==> src/rtl/cq_slot_pkg.sv <==
package cq_slot_pkg;
  localparam int unsigned SLOT_BYTES_LOG2 = 6;

  typedef enum logic {
    WRAP_FULL = 1'b0,
    WRAP_HALF = 1'b1
  } wrap_mode_e;

  function automatic logic cnt_is_pow2(input logic [31:0] n);
    return (n != 32'd0) && ((n & (n - 32'd1)) == 32'd0);
  endfunction
endpackage

==> src/rtl/cq_cfg_regs.sv <==
module cq_cfg_regs
  import cq_slot_pkg::*;
#(
  parameter int unsigned ADDR_W = 64,
  parameter int unsigned IDX_W  = 64,
  parameter int unsigned CNT_W  = 32
) (
  input  logic              clk,
  input  logic              rst_n,
  input  logic              load,
  input  logic [ADDR_W-1:0] base_in,
  input  logic [CNT_W-1:0]  elts_in,
  input  logic              half_in,
  output logic [ADDR_W-1:0] base_q,
  output logic [CNT_W-1:0]  elts_q,
  output logic [IDX_W-1:0]  mask_q,
  output logic              err_q
);
  wrap_mode_e       mode;
  logic             bad;
  logic [IDX_W-1:0] mask_n;

  assign mode = wrap_mode_e'(half_in);

  // Count check is done once here so the lookup path only masks.
  always_comb begin
    bad = !cnt_is_pow2(32'(elts_in)) ||
          ((mode == WRAP_HALF) && (elts_in == CNT_W'(1)));
    if (bad)
      mask_n = '0;
    else if (mode == WRAP_HALF)
      mask_n = IDX_W'(elts_in >> 1) - IDX_W'(1);
    else
      mask_n = IDX_W'(elts_in) - IDX_W'(1);
  end

  always_ff @(posedge clk) begin
    if (!rst_n) begin
      base_q <= '0;
      elts_q <= '0;
      mask_q <= '0;
      err_q  <= 1'b0;
    end else if (load) begin
      base_q <= base_in;
      elts_q <= elts_in;
      mask_q <= mask_n;
      err_q  <= bad;
    end
  end
endmodule

==> src/rtl/cq_slot_addr.sv <==
module cq_slot_addr
  import cq_slot_pkg::*;
#(
  parameter int unsigned ADDR_W = 64,
  parameter int unsigned IDX_W  = 64
) (
  input  logic              clk,
  input  logic              rst_n,
  input  logic [ADDR_W-1:0] base,
  input  logic [IDX_W-1:0]  mask,
  input  logic              in_valid,
  output logic              in_ready,
  input  logic [IDX_W-1:0]  in_idx,
  output logic              out_valid,
  input  logic              out_ready,
  output logic [ADDR_W-1:0] out_addr
);
  logic [ADDR_W-1:0] offset;

  assign in_ready = !out_valid || out_ready;
  assign offset   = ADDR_W'(in_idx & mask) << SLOT_BYTES_LOG2;

  always_ff @(posedge clk) begin
    if (!rst_n) begin
      out_valid <= 1'b0;
      out_addr  <= '0;
    end else if (in_valid && in_ready) begin
      out_valid <= 1'b1;
      out_addr  <= base + offset;
    end else if (out_ready) begin
      out_valid <= 1'b0;
    end
  end
endmodule

==> src/rtl/cq_occupancy.sv <==
module cq_occupancy #(
  parameter int unsigned IDX_W = 64,
  parameter int unsigned CNT_W = 32
) (
  input  logic [CNT_W-1:0] elts,
  input  logic [IDX_W-1:0] wr_idx,
  input  logic [IDX_W-1:0] rd_idx,
  output logic [IDX_W-1:0] used,
  output logic [IDX_W-1:0] free_slots,
  output logic             full,
  output logic             empty
);
  logic [IDX_W-1:0] elts_w;

  assign elts_w     = IDX_W'(elts);
  assign used       = wr_idx - rd_idx;
  assign free_slots = elts_w - used;
  assign full       = (free_slots == '0);
  assign empty      = (free_slots == elts_w);
endmodule

==> src/rtl/cq_slot_addr_gen.sv <==
module cq_slot_addr_gen #(
  parameter int unsigned ADDR_W = 64,
  parameter int unsigned IDX_W  = 64,
  parameter int unsigned CNT_W  = 32
) (
  input  logic              clk,
  input  logic              rst_n,
  input  logic              cfg_load,
  input  logic [ADDR_W-1:0] cfg_base,
  input  logic [CNT_W-1:0]  cfg_elts,
  input  logic              cfg_half,
  output logic              cfg_err,
  input  logic              lkp_valid,
  output logic              lkp_ready,
  input  logic [IDX_W-1:0]  lkp_idx,
  output logic              addr_valid,
  input  logic              addr_ready,
  output logic [ADDR_W-1:0] addr,
  input  logic [IDX_W-1:0]  wr_idx,
  input  logic [IDX_W-1:0]  rd_idx,
  output logic [IDX_W-1:0]  used,
  output logic [IDX_W-1:0]  free_slots,
  output logic              full,
  output logic              empty
);
  logic [ADDR_W-1:0] base_q;
  logic [CNT_W-1:0]  elts_q;
  logic [IDX_W-1:0]  mask_q;

  cq_cfg_regs #(.ADDR_W(ADDR_W), .IDX_W(IDX_W), .CNT_W(CNT_W)) cfg_i (
    .clk(clk), .rst_n(rst_n), .load(cfg_load),
    .base_in(cfg_base), .elts_in(cfg_elts), .half_in(cfg_half),
    .base_q(base_q), .elts_q(elts_q), .mask_q(mask_q), .err_q(cfg_err)
  );

  cq_slot_addr #(.ADDR_W(ADDR_W), .IDX_W(IDX_W)) addr_i (
    .clk(clk), .rst_n(rst_n), .base(base_q), .mask(mask_q),
    .in_valid(lkp_valid), .in_ready(lkp_ready), .in_idx(lkp_idx),
    .out_valid(addr_valid), .out_ready(addr_ready), .out_addr(addr)
  );

  cq_occupancy #(.IDX_W(IDX_W), .CNT_W(CNT_W)) occ_i (
    .elts(elts_q), .wr_idx(wr_idx), .rd_idx(rd_idx),
    .used(used), .free_slots(free_slots), .full(full), .empty(empty)
  );
endmodule

==> config.mk <==
export PLATFORM = sky130hd
export DESIGN_NAME = cq_slot_addr_gen
export DESIGN_NICKNAME = d
export VERILOG_FILES = /design/src/rtl/cq_slot_pkg.sv /design/src/rtl/cq_cfg_regs.sv /design/src/rtl/cq_slot_addr.sv /design/src/rtl/cq_occupancy.sv /design/src/rtl/cq_slot_addr_gen.sv
export SDC_FILE = /design/constraint.sdc
export NUM_CORES = 1
export LEC_CHECK = 0
export BUFFER_PORTS_ARGS = -buffer_cell sky130_fd_sc_hd__buf_2
export CAP_MARGIN = 5
export CORE_ASPECT_RATIO = 1.2
export CORE_MARGIN = 10
export CORE_UTILIZATION = 51
export DETAILED_ROUTE_END_ITERATION = 6
export PLACE_DENSITY = 0.85
export REMOVE_ABC_BUFFERS = 1
export SLEW_MARGIN = 10
export SYNTH_ARGS = -nofsm -noshare
export SYNTH_HDL_FRONTEND = slang
export SYNTH_HIERARCHICAL = 1
export SYNTH_SLANG_ARGS = --single-unit
==> constraint.sdc <==
create_clock -name clk -period 5.7 [get_ports clk]
set_clock_uncertainty 0.1 [all_clocks]
set_input_delay 0.285 -clock clk [delete_from_list [all_inputs] [get_ports clk]]
set_output_delay 0.285 -clock clk [all_outputs]
set_load 0.01 [all_outputs]
==> flow_results.xml, run 1 <==
<?xml version="1.0" encoding="UTF-8"?>
<metrics>
  <group name="run_status">
    <metric name="outcome" unit="">complete, but fails checks</metric>
    <metric name="violations" unit="">design-rule violations, negative setup slack</metric>
  </group>
  <group name="clock_network">
    <metric name="cts_inserted_buffers" unit="">17</metric>
    <metric name="clkSlewWorstSetupHoldPaths" unit="ns">0.07</metric>
    <metric name="tritoncts" unit="">done</metric>
    <metric name="tritoncts_num_sinks" unit="">195</metric>
    <metric name="clock-root-buffer" unit="">clkbuf_16</metric>
    <metric name="clock_insertion_delay_worst_skew" unit="ns">0.46</metric>
    <metric name="cts-htree-levels" unit="">4</metric>
    <metric name="cts_max_path_buffers" unit="">2</metric>
  </group>
  <group name="final_layout">
    <metric name="final_cell_count_no_fill" unit="">4084</metric>
    <metric name="leading_cell_type_in_the_layout_fill_and_taps_excluded" unit="">buf_2</metric>
    <metric name="mostFrequentLayoutCells" unit="">478 x buf_2, 280 x buf_4, 278 x nand2_1</metric>
    <metric name="n_fill_cell" unit="">3435</metric>
    <metric name="drive_gt1_frac" unit="">0.288</metric>
    <metric name="area_growth" unit="%">27.0</metric>
    <metric name="finalNetCount" unit="">3985</metric>
  </group>
  <group name="setup_path">
    <metric name="worst_ep_arrival_time" unit="ns">5.70</metric>
    <metric name="cp-start-kind" unit="">input port</metric>
    <metric name="max_stage_delay" unit="ns">0.34</metric>
    <metric name="worstPathMaxFanout" unit="">5</metric>
    <metric name="worst_ep_required_time" unit="ns">5.32</metric>
    <metric name="critical_path.slowest_cell" unit="">ha_1</metric>
    <metric name="critical-path-top-cell-by-count" unit="">buf_4</metric>
    <metric name="critical_path_class" unit="">in2out</metric>
    <metric name="critPathCaptureType" unit="">primary output</metric>
  </group>
  <group name="floorplan">
    <metric name="start_util" unit="">0.519</metric>
    <metric name="die-area" unit="sq um">51400</metric>
    <metric name="core.rowCount" unit="">82</metric>
    <metric name="pin_count" unit="">491</metric>
    <metric name="chipHeight" unit="um">246</metric>
    <metric name="core_region_area" unit="sq um">42000</metric>
    <metric name="die_w" unit="um">209</metric>
  </group>
  <group name="global_routing">
    <metric name="grt_overflow" unit="">0</metric>
    <metric name="all_layer_global_routing_usage" unit="">0.303</metric>
    <metric name="grt_max_degree" unit="">73</metric>
    <metric name="met1_usage" unit="">0.338</metric>
    <metric name="grt_pass1_wl" unit="um">128000</metric>
    <metric name="globalRouteMet3Util" unit="">0.0514</metric>
    <metric name="gr-max-usage-layer" unit="">met2</metric>
    <metric name="number_of_global_route_vias_before_repair" unit="">24000</metric>
    <metric name="grt_antenna_before_repair" unit="">8</metric>
    <metric name="globalRouteMet2Util" unit="">0.537</metric>
  </group>
  <group name="placement">
    <metric name="place_inst" unit="">3983</metric>
    <metric name="dpl.hpwl" unit="um">66200</metric>
    <metric name="place.gp.congestion" unit="">1.03</metric>
    <metric name="buffer_ports.inserted" unit="">484</metric>
    <metric name="post-place-ws" unit="ns">-0.772</metric>
  </group>
  <group name="power_and_ir_drop">
    <metric name="total_leakage_power" unit="uW">0.0126</metric>
    <metric name="worst_ir_drop_vdd" unit="V">0.000274</metric>
    <metric name="pwr_density_cell" unit="nW/um^2">216</metric>
  </group>
  <group name="detailed_routing">
    <metric name="route.detailed.drc" unit="">5</metric>
    <metric name="drt-total-wl" unit="um">83900</metric>
    <metric name="drtPass1Iterations" unit="">7</metric>
    <metric name="viasPerCell" unit="">5.98</metric>
    <metric name="via_count" unit="">24400</metric>
    <metric name="detail_route.iter0.violations" unit="">1957</metric>
    <metric name="postRouteAntennaNets" unit="">0</metric>
    <metric name="routed_wire_length_per_instance" unit="um">20.6</metric>
  </group>
  <group name="sta">
    <metric name="fmax" unit="MHz">164</metric>
    <metric name="report.final.hold_viol_count" unit="">0</metric>
    <metric name="fin_setup_tns" unit="ns">-0.659</metric>
    <metric name="finalMaxSlewViolations" unit="">0</metric>
    <metric name="post-route-period-util" unit="">1.07</metric>
    <metric name="rsz0062_at_grt" unit="">yes</metric>
    <metric name="maxSlewHeadroom" unit="">0.222</metric>
    <metric name="worstMarginPinSlew" unit="ns">1.16</metric>
    <metric name="finalWorstPathRequiredPeriod" unit="ns">6.08</metric>
    <metric name="report.final.setup_viol" unit="">2</metric>
    <metric name="finalWorstSetupSlack" unit="ns">-0.383</metric>
  </group>
  <group name="synthesis">
    <metric name="number_of_synthesis_warnings" unit="">6</metric>
    <metric name="synthesis.area" unit="sq um">21800</metric>
    <metric name="syn_area_per_cell" unit="sq um">7.65</metric>
    <metric name="synth_cells" unit="">2845</metric>
  </group>
  <group name="run">
    <metric name="drv.max_cap_violation_count" unit="">0</metric>
  </group>
  <group name="hold_path">
    <metric name="timing.hold.worst.class" unit="">in2reg</metric>
  </group>
</metrics>
## metrics by stage
step	power, uW	utilization	hold slack [ns]	instance area [sq um]
3_5_place_dp	4500	0.619	0.337	26000
4_1_cts	5830	0.649	0.000226	27200
6_report	5960	0.659	0.0144	27600
2_1_floorplan	3070	-	0.307	20900
5_1_grt	6240	0.658	0.00244	27600
3_3_place_gp	4460	0.619	0.328	26000
## critical path, delay by kind of cell
kind            cells  cell delay, ns
simple gates        8            1.56
compound gates     11            1.94
fa+ha+maj           2            0.56
buf+inv             9            1.21
xor+xnor            1            0.15
## metal layers
metal / part of all wire / up-vias
met4: 0.055 / 2
met5: 0.00015 / -
li1: - / 11600
met3: 0.072 / 264
met1: 0.38 / 11400
met2: 0.49 / 1184
## final cells by class
| class | instances | area, sq um | share of cell area |
|---|---|---|---|
| multi-input combinational | 2326 | 16800 | 0.609 |
| timing repair buffer | 799 | 4920 | 0.178 |
| sequential | 195 | 3900 | 0.141 |
| tap | 546 | 683 | 0.0247 |
| inverter | 175 | 659 | 0.0239 |
| clock buffer | 18 | 439 | 0.0159 |
| clock inverter | 14 | 171 | 0.00620 |
| antenna | 11 | 27.5 | 0.000996 |
## sequential cells by signal (all words and copies together), names as in the netlist
name	count
cfg_i/elts_q	32
cfg_i/mask_q	33
cfg_i/base_q	64
addr_i/out_valid	1
cfg_i/err_q	1
addr_i/out_addr	64
## power breakdown
| group | switching, uW | total [uW] | internal (uW) |
|---|---|---|---|
| Clock | 591 | 1260 | 674 |
| Sequential | 53.3 | 1470 | 1420 |
| Combinational | 1800 | 3220 | 1430 |
## timing repair
action | 4_1_cts | 5_1_grt
endpoints found under the setup margin | 2 | 2
resized for setup | 42 | 51
hold endpoints to repair | 34 | 0
pin swaps | 30 | 41
buffers inserted | 10 | 15
hold buffers | 34 | 0
## path summary, 6_finish.rpt
path / startpoint / endpoint / slack (ns) / cells past startpoint
hold reg to reg: addr_i/out_addr[57] / addr_i/out_addr[57] / 0.35 / 2
setup / recovery: rd_idx[2] / full / -0.38 / 31
setup reg to reg: cfg_i/mask_q[0] / addr_i/out_addr[58] / 1.74 / 14
hold / removal: cfg_base[44] / cfg_i/base_q[44] / 0.01 / 3
Power figures use the tool's default switching activity.
==> run 2, diff against run 1 <==
- CORE_UTILIZATION: 51 -> 54
- PLACE_DENSITY: 0.85 -> 0.86
- clock period: 5.7 -> 7.7 ns (I/O delays scaled with it)
==> flow_results.xml, run 2 (same netlist as run 1, synthesis figures left out) <==
<?xml version="1.0" encoding="UTF-8"?>
<metrics>
  <group name="run_status">
    <metric name="outcome" unit="">finished, final reports clean</metric>
  </group>
  <group name="clock_network">
    <metric name="cts-htree-levels" unit="">4</metric>
    <metric name="tritoncts_num_sinks" unit="">195</metric>
    <metric name="cts_post_setup_buffers_inserted" unit="">0</metric>
    <metric name="clock-root-buffer" unit="">clkbuf_16</metric>
    <metric name="clock_insertion_delay_worst_skew" unit="ns">0.47</metric>
    <metric name="clkSlewWorstSetupHoldPaths" unit="ns">0.08</metric>
    <metric name="cts_inserted_buffers" unit="">17</metric>
    <metric name="cts_max_path_buffers" unit="">2</metric>
    <metric name="cts-resized-gates" unit="">0</metric>
    <metric name="ctsHoldBuffers" unit="">0</metric>
    <metric name="tritoncts" unit="">done</metric>
  </group>
  <group name="setup_path">
    <metric name="worst_ep_arrival_time" unit="ns">6.60</metric>
    <metric name="worst_ep_required_time" unit="ns">7.21</metric>
    <metric name="critPathCaptureType" unit="">primary output</metric>
    <metric name="cp-start-kind" unit="">input port</metric>
    <metric name="worstPathMaxFanout" unit="">9</metric>
    <metric name="critical_path_class" unit="">in2out</metric>
  </group>
  <group name="sta">
    <metric name="rsz0062_at_grt" unit="">no</metric>
    <metric name="maxSlewHeadroom" unit="">0.196</metric>
    <metric name="report.final.hold_viol_count" unit="">0</metric>
    <metric name="finalMaxSlewViolations" unit="">0</metric>
    <metric name="fin_setup_tns" unit="ns">0</metric>
    <metric name="post-route-period-util" unit="">0.920</metric>
    <metric name="finalWorstSetupSlack" unit="ns">0.618</metric>
    <metric name="finalWorstPathRequiredPeriod" unit="ns">7.08</metric>
    <metric name="report.final.setup_viol" unit="">0</metric>
    <metric name="timing.hold.ws" unit="ns">0.0800</metric>
    <metric name="fmax" unit="MHz">141</metric>
    <metric name="worstMarginPinSlew" unit="ns">1.20</metric>
  </group>
  <group name="final_layout">
    <metric name="post-route-util" unit="">0.622</metric>
    <metric name="final_cell_count_no_fill" unit="">3771</metric>
    <metric name="drive_gt1_frac" unit="">0.213</metric>
    <metric name="area_growth" unit="%">13.8</metric>
    <metric name="mostFrequentLayoutCells" unit="">482 x buf_2, 281 x nand2_1, 200 x a21oi_1</metric>
    <metric name="largest_registers" unit="">addr_i/out_addr x64, cfg_i/base_q x64, cfg_i/mask_q x33</metric>
    <metric name="finalNetCount" unit="">3680</metric>
    <metric name="n_fill_cell" unit="">3594</metric>
    <metric name="leading_cell_type_in_the_layout_fill_and_taps_excluded" unit="">buf_2</metric>
    <metric name="regArea" unit="sq um">3900</metric>
    <metric name="multi_input_area" unit="sq um">16400</metric>
  </group>
  <group name="run">
    <metric name="drv.max_cap_violation_count" unit="">0</metric>
  </group>
  <group name="detailed_routing">
    <metric name="routed_wire_length_per_instance" unit="um">19.9</metric>
    <metric name="route.detailed.drc" unit="">0</metric>
    <metric name="drtPass1Iterations" unit="">6</metric>
    <metric name="detail_route.iter0.violations" unit="">1500</metric>
    <metric name="postRouteAntennaNets" unit="">0</metric>
    <metric name="via_count" unit="">22900</metric>
    <metric name="drt-total-wl" unit="um">75200</metric>
    <metric name="viasPerCell" unit="">6.06</metric>
  </group>
  <group name="global_routing">
    <metric name="grt_max_degree" unit="">87</metric>
    <metric name="number_of_global_route_vias_before_repair" unit="">22100</metric>
    <metric name="grt_overflow" unit="">0</metric>
    <metric name="grt_pass1_wl" unit="um">117000</metric>
    <metric name="all_layer_global_routing_usage" unit="">0.292</metric>
    <metric name="grt_antenna_before_repair" unit="">11</metric>
  </group>
  <group name="floorplan">
    <metric name="die_w" unit="um">203</metric>
    <metric name="start_util" unit="">0.546</metric>
    <metric name="core_region_area" unit="sq um">39800</metric>
    <metric name="pin_count" unit="">491</metric>
    <metric name="chipHeight" unit="um">240</metric>
    <metric name="die-area" unit="sq um">48800</metric>
    <metric name="core.rowCount" unit="">80</metric>
  </group>
  <group name="placement">
    <metric name="post-place-ws" unit="ns">0.789</metric>
    <metric name="dpl.hpwl" unit="um">61400</metric>
    <metric name="buffer_ports.inserted" unit="">484</metric>
    <metric name="place.gp.congestion" unit="">1.04</metric>
    <metric name="place_inst" unit="">3723</metric>
  </group>
  <group name="power_and_ir_drop">
    <metric name="pwr_density_cell" unit="nW/um^2">157</metric>
    <metric name="total_leakage_power" unit="uW">0.0111</metric>
    <metric name="worst_ir_drop_vdd" unit="V">0.000169</metric>
  </group>
  <group name="hold_path">
    <metric name="timing.hold.worst.class" unit="">in2reg</metric>
  </group>
</metrics>
-- run 2: cell type report --
cell class | instances | share of cell area
clock inverters | 15 | 0.00753
diodes | 16 | 0.00162
multi-input cells | 2326 | 0.661
inverters | 175 | 0.0265
repair buffers | 494 | 0.101
clock buffers | 17 | 0.0172
well taps | 533 | 0.0269
flip-flops and latches | 195 | 0.158
-- run 2: worst paths after layout --
kind                       startpoint                  end  slack (ns)  cells after the start
setup / recovery            wr_idx[0]                empty        0.62                     25
hold / removal            cfg_base[7]      cfg_i/base_q[7]        0.08                      3
setup reg to reg      cfg_i/mask_q[0]  addr_i/out_addr[62]        3.78                     14
hold reg to reg   addr_i/out_addr[61]  addr_i/out_addr[61]        0.35                      2
-- run 2: stage by stage --
step                      area (sq um)  power (uW)
after floorplan                  20900        2280
after global placement           24100        2940
after detailed placement         24100        2960
after CTS                        24700        3880
after global routing             24700        4090
final                            24800        3890
-- run 2: metal layers --
| layer | vias to the layer above | global-route usage | wire (um) |
|---|---|---|---|
| met1 | 10700 | 0.334 | 29600 |
| li1 | 11000 | - | - |
| met4 | 0 | 0.147 | 3390 |
| met5 | - | 0 | 0 |
| met2 | 974 | 0.509 | 36800 |
| met3 | 194 | 0.0558 | 5360 |
-- run 2: report_power, final --
part | switching, uW | leakage [uW] | internal, uW
combinational | 1170 | 0.00918 | 713
clock | 452 | 0.000297 | 468
sequential | 36.1 | 0.00160 | 1050
-- run 2: critical path: stages --
cell	delay, ns
buf_2	0.07
inv_1	0.03
ha_1	0.21
fa_1	0.40
nand2b_1	0.19
a21oi_2	0.26
nor2_1	0.11
xor2_1	0.23
ha_1	0.34
a21oi_1	0.20
nand2_1	0.08
o2111ai_1	0.35
o211ai_1	0.19
o22ai_1	0.20
a31oi_1	0.14
o211ai_1	0.32
a211oi_1	0.18
o31ai_1	0.56
nand2_1	0.40
xnor2_1	0.32
o2111ai_1	0.16
nor4_1	0.42
nand4bb_1	0.19
nor4_1	0.43
buf_2	0.21
